## config.mk

```make
export PLATFORM = sky130hd
export DESIGN_NAME = dual_fetch_picker
export DESIGN_NICKNAME = d
export VERILOG_FILES = /design/src/rtl/fsel_pkg.sv /design/src/rtl/fsel_qualify.sv /design/src/rtl/fsel_min_pick.sv /design/src/rtl/dual_fetch_picker.sv
export SDC_FILE = /design/constraint.sdc
export NUM_CORES = 1
export LEC_CHECK = 0
export ABC_AREA = 0
export CORE_ASPECT_RATIO = 1.2
export CORE_UTILIZATION = 35
export CTS_BUF_LIST = sky130_fd_sc_hd__clkbuf_4 sky130_fd_sc_hd__clkbuf_8 sky130_fd_sc_hd__clkbuf_16
export CTS_CLUSTER_DIAMETER = 150
export DETAILED_ROUTE_END_ITERATION = 16
export GPL_TIMING_DRIVEN = 1
export MAX_ROUTING_LAYER = met4
export PLACE_DENSITY = 0.69
export SYNTH_ARGS = -nofsm -noshare
export SYNTH_HDL_FRONTEND = slang
export SYNTH_HIERARCHICAL = 1
export SYNTH_SLANG_ARGS = --single-unit
```

## constraint.sdc

```tcl
create_clock -name clk -period 0.8 [get_ports clk]
set_input_delay 0.2 -clock clk [delete_from_list [all_inputs] [get_ports clk]]
set_output_delay 0.2 -clock clk [all_outputs]
set_load 0.1 [all_outputs]
```

## src/rtl/fsel_pkg.sv

```systemverilog
package fsel_pkg;
  localparam int FSEL_THREADS    = 8;
  localparam int FSEL_OCC_W      = 5;
  localparam int FSEL_PC_W       = 32;
  localparam int FSEL_OPEN_LIMIT = 8;
endpackage

```

## src/rtl/fsel_qualify.sv

```systemverilog
module fsel_qualify #(
  parameter int NT    = 8,
  parameter int OCC_W = 5,
  parameter int LIMIT = 8
) (
  input  logic [NT*OCC_W-1:0] occ_flat,
  input  logic [NT-1:0]       enable,
  output logic [NT-1:0]       open_mask
);
  function automatic logic slot_open(input logic [OCC_W-1:0] cnt, input logic en);
    return en && (cnt <= OCC_W'(LIMIT));
  endfunction

  for (genvar g = 0; g < NT; g++) begin : g_thr
    assign open_mask[g] = slot_open(occ_flat[g*OCC_W +: OCC_W], enable[g]);
  end
endmodule

```

## src/rtl/fsel_min_pick.sv

```systemverilog
module fsel_min_pick #(
  parameter int NT    = 8,
  parameter int OCC_W = 5,
  localparam int IDX_W = $clog2(NT)
) (
  input  logic [NT*OCC_W-1:0] occ_flat,
  input  logic [NT-1:0]       cand,
  output logic                found,
  output logic [IDX_W-1:0]    idx
);
  logic [OCC_W-1:0] best;

  // strict less-than while scanning upward: lower index keeps ties
  always_comb begin
    found = 1'b0;
    idx   = '0;
    best  = '1;
    for (int t = 0; t < NT; t++) begin
      if (cand[t] && (!found || occ_flat[t*OCC_W +: OCC_W] < best)) begin
        found = 1'b1;
        idx   = IDX_W'(t);
        best  = occ_flat[t*OCC_W +: OCC_W];
      end
    end
  end

  always_comb begin
    if (found) assert_pick_is_candidate_R3: assert (cand[idx]);
  end
endmodule

```

## src/rtl/dual_fetch_picker.sv

```systemverilog
module dual_fetch_picker
  import fsel_pkg::*;
#(
  parameter int NT    = FSEL_THREADS,
  parameter int OCC_W = FSEL_OCC_W,
  parameter int PC_W  = FSEL_PC_W,
  parameter int LIMIT = FSEL_OPEN_LIMIT,
  localparam int IDX_W = $clog2(NT)
) (
  input  logic                clk,
  input  logic                rst_n,
  input  logic [NT*OCC_W-1:0] occ_flat,
  input  logic [NT-1:0]       thr_enable,
  input  logic [NT*PC_W-1:0]  thr_pc,
  output logic                a_valid,
  output logic [IDX_W-1:0]    a_idx,
  output logic [NT-1:0]       a_onehot,
  output logic [PC_W-1:0]     a_pc,
  output logic                b_valid,
  output logic [IDX_W-1:0]    b_idx,
  output logic [NT-1:0]       b_onehot,
  output logic [PC_W-1:0]     b_pc
);
  function automatic logic [NT-1:0] idx_to_onehot(input logic [IDX_W-1:0] i, input logic v);
    return v ? (NT'(1) << i) : '0;
  endfunction

  function automatic logic [PC_W-1:0] pc_of(input logic [NT*PC_W-1:0] bus,
                                            input logic [IDX_W-1:0] i, input logic v);
    return v ? bus[int'(i)*PC_W +: PC_W] : '0;
  endfunction

  // named internal events
  logic [NT-1:0]    open_mask;
  logic [NT-1:0]    cand_b;
  logic             win_a_found, win_b_found;
  logic [IDX_W-1:0] win_a_idx, win_b_idx;
  logic [OCC_W-1:0] win_a_occ, win_b_occ;

  fsel_qualify #(.NT(NT), .OCC_W(OCC_W), .LIMIT(LIMIT)) u_qual (
    .occ_flat (occ_flat),
    .enable   (thr_enable),
    .open_mask(open_mask)
  );

  fsel_min_pick #(.NT(NT), .OCC_W(OCC_W)) u_pick_a (
    .occ_flat(occ_flat),
    .cand    (open_mask),
    .found   (win_a_found),
    .idx     (win_a_idx)
  );

  assign cand_b = open_mask & ~idx_to_onehot(win_a_idx, win_a_found);

  fsel_min_pick #(.NT(NT), .OCC_W(OCC_W)) u_pick_b (
    .occ_flat(occ_flat),
    .cand    (cand_b),
    .found   (win_b_found),
    .idx     (win_b_idx)
  );

  assign win_a_occ = occ_flat[int'(win_a_idx)*OCC_W +: OCC_W];
  assign win_b_occ = occ_flat[int'(win_b_idx)*OCC_W +: OCC_W];

  always_ff @(posedge clk or negedge rst_n) begin
    if (!rst_n) begin
      a_valid  <= 1'b0;
      a_idx    <= '0;
      a_onehot <= '0;
      a_pc     <= '0;
      b_valid  <= 1'b0;
      b_idx    <= '0;
      b_onehot <= '0;
      b_pc     <= '0;
    end else begin
      a_valid  <= win_a_found;
      a_idx    <= win_a_found ? win_a_idx : '0;
      a_onehot <= idx_to_onehot(win_a_idx, win_a_found);
      a_pc     <= pc_of(thr_pc, win_a_idx, win_a_found);
      b_valid  <= win_b_found;
      b_idx    <= win_b_found ? win_b_idx : '0;
      b_onehot <= idx_to_onehot(win_b_idx, win_b_found);
      b_pc     <= pc_of(thr_pc, win_b_idx, win_b_found);
    end
  end

  assert_order_R4: assert property (@(posedge clk) disable iff (!rst_n)
    (win_a_found && win_b_found) |-> (win_a_occ <= win_b_occ));

  assert_b_second_R5: assert property (@(posedge clk) disable iff (!rst_n)
    win_b_found |-> win_a_found);

  assert_latency_R2: assert property (@(posedge clk) disable iff (!rst_n)
    1'b1 |=> (a_valid == $past(win_a_found)) && (b_valid == $past(win_b_found)));

  assert_distinct_R6: assert property (@(posedge clk) disable iff (!rst_n)
    (a_valid && b_valid) |-> (a_idx != b_idx));

  assert_onehot_a_R6: assert property (@(posedge clk) disable iff (!rst_n)
    $countones(a_onehot) == (a_valid ? 1 : 0));

  assert_onehot_b_R6: assert property (@(posedge clk) disable iff (!rst_n)
    $countones(b_onehot) == (b_valid ? 1 : 0));

  assert_b_needs_a_R7: assert property (@(posedge clk) disable iff (!rst_n)
    b_valid |-> a_valid);

  assert_idle_zero_R9: assert property (@(posedge clk) disable iff (!rst_n)
    !b_valid |-> (b_idx == '0 && b_pc == '0));
endmodule

```

Word-level counts from Yosys, hierarchy flattened:

Cells that the tools add are included.

* magnitude comparators: 22
* shift-type cells: 4
* multiplexer cells: 50
* bitwise gates (word level): 2
* reduce and logical (&&, ||, !) cells: 50

Operators by type and width (count)
* variable part select 256 x 9 -> 32 bit: 2
* < comparator 5 bit: 14
* two-way mux 5 bit: 14
* two-way mux 32 bit: 2
* less-or-equal comparator 5 x 4 -> 1 bit, second input constant: 8
* two-way mux 3 bit: 10
* logical AND 1 bit: 22
* two-way mux 1 bit: 18
* two-way mux 8 bit: 2
* left shift 1 x 3 -> 8 bit, first input constant: 2
* logical NOT 1 bit: 14
* logical OR 1 bit: 14
* AND 8 bit: 1
* two-way mux 2 bit: 4
* inverter 8 bit: 1

* register bits after elaboration: 88
* output and inout bits: 88

Depth between registers and ports, before layout:

* depth after elaboration: 66
* gate-level depth with buffers: 138

Hierarchy:

Netlist, hierarchy kept.

Modules (own cells, without submodules)
* dual_fetch_picker: instances 1, cells each 571, area each 6553.8 sq um, seq. area each 2202.1 sq um
* fsel_min_pick: instances 2, cells each 255, area each 1761.7 sq um, seq. area each 0.0 sq um
* fsel_qualify: instances 1, cells each 16, area each 170.2 sq um, seq. area each 0.0 sq um

Least setup slack after synthesis:

No wires, ideal clock.

* path type: input-to-reg
* from: input occ_flat[0]
* to: register b_pc[10]
* library setup time: 121 ps
* arrival time: 22767 ps
* required time: 679 ps
* path slack: -22088 ps
* stages on the path: 127
* path buffers: 9
* cells stage by stage: o31a_1 -> nor3b_2 -> buf_4 -> nor2b_1 -> ha_1 -> nand4b_1 -> o2111ai_1 -> a21oi_2 -> mux2i_1 -> inv_1 -> ha_1 -> o221ai_1 -> a22oi_1 -> o21ai_2 -> o21ai_0 -> inv_1 -> ha_1 -> nand2b_1 -> [... 91 more ...] -> inv_1 -> a211oi_2 -> a211oi_4 -> mux2_4 -> ha_1 -> a21o_1 -> a21o_1 -> a21oi_1 -> o21ai_0 -> or3b_2 -> a211oi_1 -> a211oi_1 -> nand3_1 -> buf_6 -> buf_6 -> mux4_2 -> o22ai_1 -> nor2_1

* cells in the longest elaborated chain, start to end: 66
* elaborated cells between the ends (all ways): 108

RTL lines
* start: declaration: line dual_fetch_picker.sv:12 `input logic [NT*OCC_W-1:0] occ_flat,`
* less-or-equal comparator 5 x 4 -> 1 bit *: line fsel_qualify.sv:11 `return en && (cnt <= OCC_W'(LIMIT));`
* logical AND 1 bit *: line fsel_qualify.sv:11
* named net open_mask[0]: line dual_fetch_picker.sv:34 `logic [NT-1:0] open_mask;`
* two-way mux 5 bit / two-way mux 1 bit (equally long branches): line fsel_min_pick.sv:19 `if (cand[t] && (!found || occ_flat[t*OCC_W +: OCC_W] < best)) begin`
* < comparator 5 bit / logical NOT 1 bit (equally long branches): line fsel_min_pick.sv:19
* logical OR 1 bit: line fsel_min_pick.sv:19
* logical AND 1 bit: line fsel_min_pick.sv:19
* two-way mux 5 bit / two-way mux 1 bit (equally long branches): line fsel_min_pick.sv:19
* [... 24 more ...]
* named net win_a_idx[2]: line dual_fetch_picker.sv:37 `logic [IDX_W-1:0] win_a_idx, win_b_idx;`
* [... 4 more ...]
* named net cand_b[0]: line dual_fetch_picker.sv:35 `logic [NT-1:0] cand_b;`
* [... 24 more ...]
* two-way mux 5 bit / two-way mux 1 bit (equally long branches): line fsel_min_pick.sv:19
* < comparator 5 bit / logical NOT 1 bit (equally long branches): line fsel_min_pick.sv:19
* logical OR 1 bit: line fsel_min_pick.sv:19
* logical AND 1 bit: line fsel_min_pick.sv:19
* two-way mux 3 bit *: line fsel_min_pick.sv:19
* named net win_b_idx[1]: line dual_fetch_picker.sv:37
* variable part select 256 x 9 -> 32 bit *: line dual_fetch_picker.sv:30 `return v ? bus[int'(i)*PC_W +: PC_W] : '0;`
* two-way mux 32 bit *: line dual_fetch_picker.sv:30
* end signal: assignment: line dual_fetch_picker.sv:83 `b_pc <= pc_of(thr_pc, win_b_idx, win_b_found);`
* end: declaration: line dual_fetch_picker.sv:22 `output logic [PC_W-1:0] b_pc`

The timed path passes the listed nets; every way through them passes the cells marked *.

Worst setup path after layout:

* from: input occ_flat[2]
* to: register b_pc[13]

The elaborated chain is that of the path after synthesis.

==> results.sh <==
export IMPL_outcome="complete, but fails checks"
export IMPL_cp_slowest_stage_delay_ps=550
export IMPL_routedWlPerCell_um=26.2
export IMPL_wl_um=59900
export IMPL_worst_setup_path_end_kind="flop"
export IMPL_cts_sinks=88
export IMPL_via_per_inst=5.98
export IMPL_rsz0062_at_grt="true"
export IMPL_final_max_slew_viol_count=0
export IMPL_drc=0
export IMPL_fin_crit_ps=20900
export IMPL_grt_use_total_pct=40.3
export IMPL_die_y_um=189
export IMPL_hold_worst_slack_ps=401
export IMPL_cts_root_buf="clkbuf_16"
export IMPL_peakVddDrop_uv=2220
export IMPL_synthFlopType="dfrtp_1"
export IMPL_cp_max_fo=8
export IMPL_syn_nets=1439
export IMPL_hold_viol=0
export IMPL_power_uw=62200
export IMPL_start_kind="primary input"
export IMPL_hpwlAfterDp_um=37500
export IMPL_die_area_um2=30000
export IMPL_io_pins=394
export IMPL_violations="setup timing"
export IMPL_setup_ws_ps=-20100
export IMPL_synth_cell_types=69
export IMPL_syn_inst=1097
export IMPL_grt_pass1_vias=14300
export IMPL_relSlewSlack_pct=63.0
export IMPL_start_util_pct=35.6
export IMPL_io_buffers=393
export IMPL_cts_buffers_inserted=9
export IMPL_crit_top_cell="ha_4"
export IMPL_async_flop_share_pct=100
export IMPL_fill_cells=1875
export IMPL_synth_area_top_cells="dfrtp_1, mux2_2, mux4_2, nor2_1, o21ai_0"
export IMPL_finalNonFillerCells=2282
export IMPL_min_period_over_period_pct=2610
export IMPL_syn_avg_cell_area_um2=9.34
export IMPL_die_w_um=158
export IMPL_syn_cell_area_um2=10200
export IMPL_dr_total_vias=13700
export IMPL_powerDensity_nw_per_um2=2870
export IMPL_dr_pass1_iters=5
export IMPL_cts_tree="built"
export IMPL_maxCapViolations=0
export IMPL_crit_type="in -> reg"
export IMPL_clockBufferDepth=2
export IMPL_final_antenna_net_count=0
export IMPL_synth_sequential_area_ratio_pct=21.5
export IMPL_crit_required_ps=1060
export IMPL_drt_iter0_markers=1124
export IMPL_synth_edff_count=0
export IMPL_place_congestion=0.995
export IMPL_cp_arrival_ps=21160
export IMPL_finalSetupTns_ps=-1374830
export IMPL_leakage_uw=0.00895
export IMPL_synth_seq_cells=88
export IMPL_finalSetupViolCount=176
export IMPL_grt_ovfl_total=0
export IMPL_synth_top_area_share_pct=21.5
export IMPL_nets=2206
export IMPL_grt_pass1_wl_um=86000
export IMPL_worst_pin_slew_ps=555
export IMPL_drive_gt1_share_pct=56.3
export IMPL_dp_cells=2084
export IMPL_core_um2=28800
export IMPL_clk_pin_slew_ps=80
export IMPL_rows=68
export IMPL_crit_slowest_cell="mux4_2"
export IMPL_synthToLayoutAreaGrowth_pct=112
export IMPL_antenna_found_initial=26
export IMPL_synth_warnings=6
export IMPL_grt_start_max_net_pins=47
export IMPL_place_ws_ps=-20760
export IMPL_yosys_area_top_type="dfrtp_1"
export IMPL_hp_class="in -> async"
export IMPL_cts_max_level=3
export IMPL_fmax_ghz=0.0478
report_power, final:
part | internal (µW) | switching, µW | total [µW]
clock network | 2540 | 2030 | 4570
logic | 22600 | 26400 | 49000
registers | 7110 | 1480 | 8590
total | 32200 | 29900 | 62200
area by class of cell:
| class | count | area [µm²] | area share (%) |
|---|---|---|---|
| diodes | 28 | 70.1 | 0.323 |
| clock buffers | 11 | 246 | 1.14 |
| clock inverters | 5 | 56.3 | 0.260 |
| inverters | 48 | 180 | 0.831 |
| multi-input cells | 895 | 8920 | 41.1 |
| flip-flops and latches | 88 | 2530 | 11.7 |
| well taps | 385 | 482 | 2.22 |
| repair buffers | 822 | 9200 | 42.4 |
sequential cells by signal (all words and copies together), names as in the netlist:
signal and flops:
a_idx 3, a_onehot 8, b_valid 1, b_idx 3, a_valid 1, b_onehot 8
b_pc 32, a_pc 32
per-layer routing:
layer	track usage, %	vias up	wire [µm]
met1	40.7	6609	20400
li1	-	5800	-
met5	-	-	0
met4	29.0	0	4500
met3	13.5	314	5380
met2	65.0	928	29600
layout by cell type, fill, tap and decap left out, types with 23 or more instances in the layout:
master             n
diode_2           28
mux2_4            26
o22ai_1           23
buf_12           121
buf_16            25
mux4_2            64
o21ai_0           59
clkdlybuf4s50_1  298
inv_1             41
o21ai_1           25
buf_4            324
dfrtp_4           88
nand2_1           44
buf_6             40
mux2_2           114
o22ai_2           42
nor2_1           109
stage by stage:
step                area [µm²]  utilization (%)
global placement         18300             63.6
detailed placement       18300             63.6
floorplan                11200                -
finish                   21700             75.4
global route             21700             75.4
CTS                      21200             73.6
how the worst max path moves through the flow:
stage | slack, ps | end | start
finish | -20100 | b_pc[13]$_DFF_PN0_ | occ_flat[2]
global route | -21040 | b_pc[13]$_DFF_PN0_ | occ_flat[2]
CTS | -19520 | b_pc[18]$_DFF_PN0_ | occ_flat[0]
detailed placement | -20760 | b_pc[17]$_DFF_PN0_ | occ_flat[2]
global placement | -20150 | b_pc[28]$_DFF_PN0_ | occ_flat[2]
floorplan | -20400 | b_pc[10]$_DFF_PN0_ | occ_flat[2]
cells in the mapped netlist (4+ instances only):
library cell and count:
a31oi_1 4, o22ai_1 66, or3_1 8, o31a_1 10, a221o_1 4, buf_2 21
mux4_2 64, nor3b_2 8, a21o_1 12, nand2b_1 17, and2_1 12, buf_6 8
nand4_1 4, mux2i_1 22, nor3b_1 6, a22oi_1 4, clkbuf_1 31, o41a_1 4
xnor2_1 6, a211oi_1 10, mux2_4 10, nor3_1 14, o211ai_1 6, nand2_1 57
inv_1 48, o221ai_1 10, o2111ai_1 4, nor2b_1 22, ha_1 36, dfrtp_1 88
a21oi_1 34, nor2_1 130, nand4b_1 4, mux2_2 130, nand3_1 18, o211a_1 4
o21ai_0 92, o31ai_1 4, buf_4 6
what timing repair did:
action	CTS	global route
buffers inserted	122	13
endpoints found under the setup margin	176	221
hold buffers	1	0
hold endpoints to repair	88	0
pin swaps	118	51
cloned	21	1
resized for setup	261	67
critical path: cells and delay by family:
family | cells | cell delay (ps)
adders and majority gates | 14 | 3220
muxes | 7 | 2070
AOI/OAI and AO/OA | 56 | 8840
and+or+nand+nor | 32 | 4830
buffers and inverters | 18 | 1990
kinds of logic after synthesis:
family | synth area share, %
XOR/XNOR | 0.684
AO/OA/AOI/OAI | 21.0
adder cells (fa/ha/maj) | 4.40
flip-flops | 21.5
AND/OR/NAND/NOR | 15.3
multiplexers | 32.0
buffers and inverters | 5.24
(Power assumes the default switching activity.)
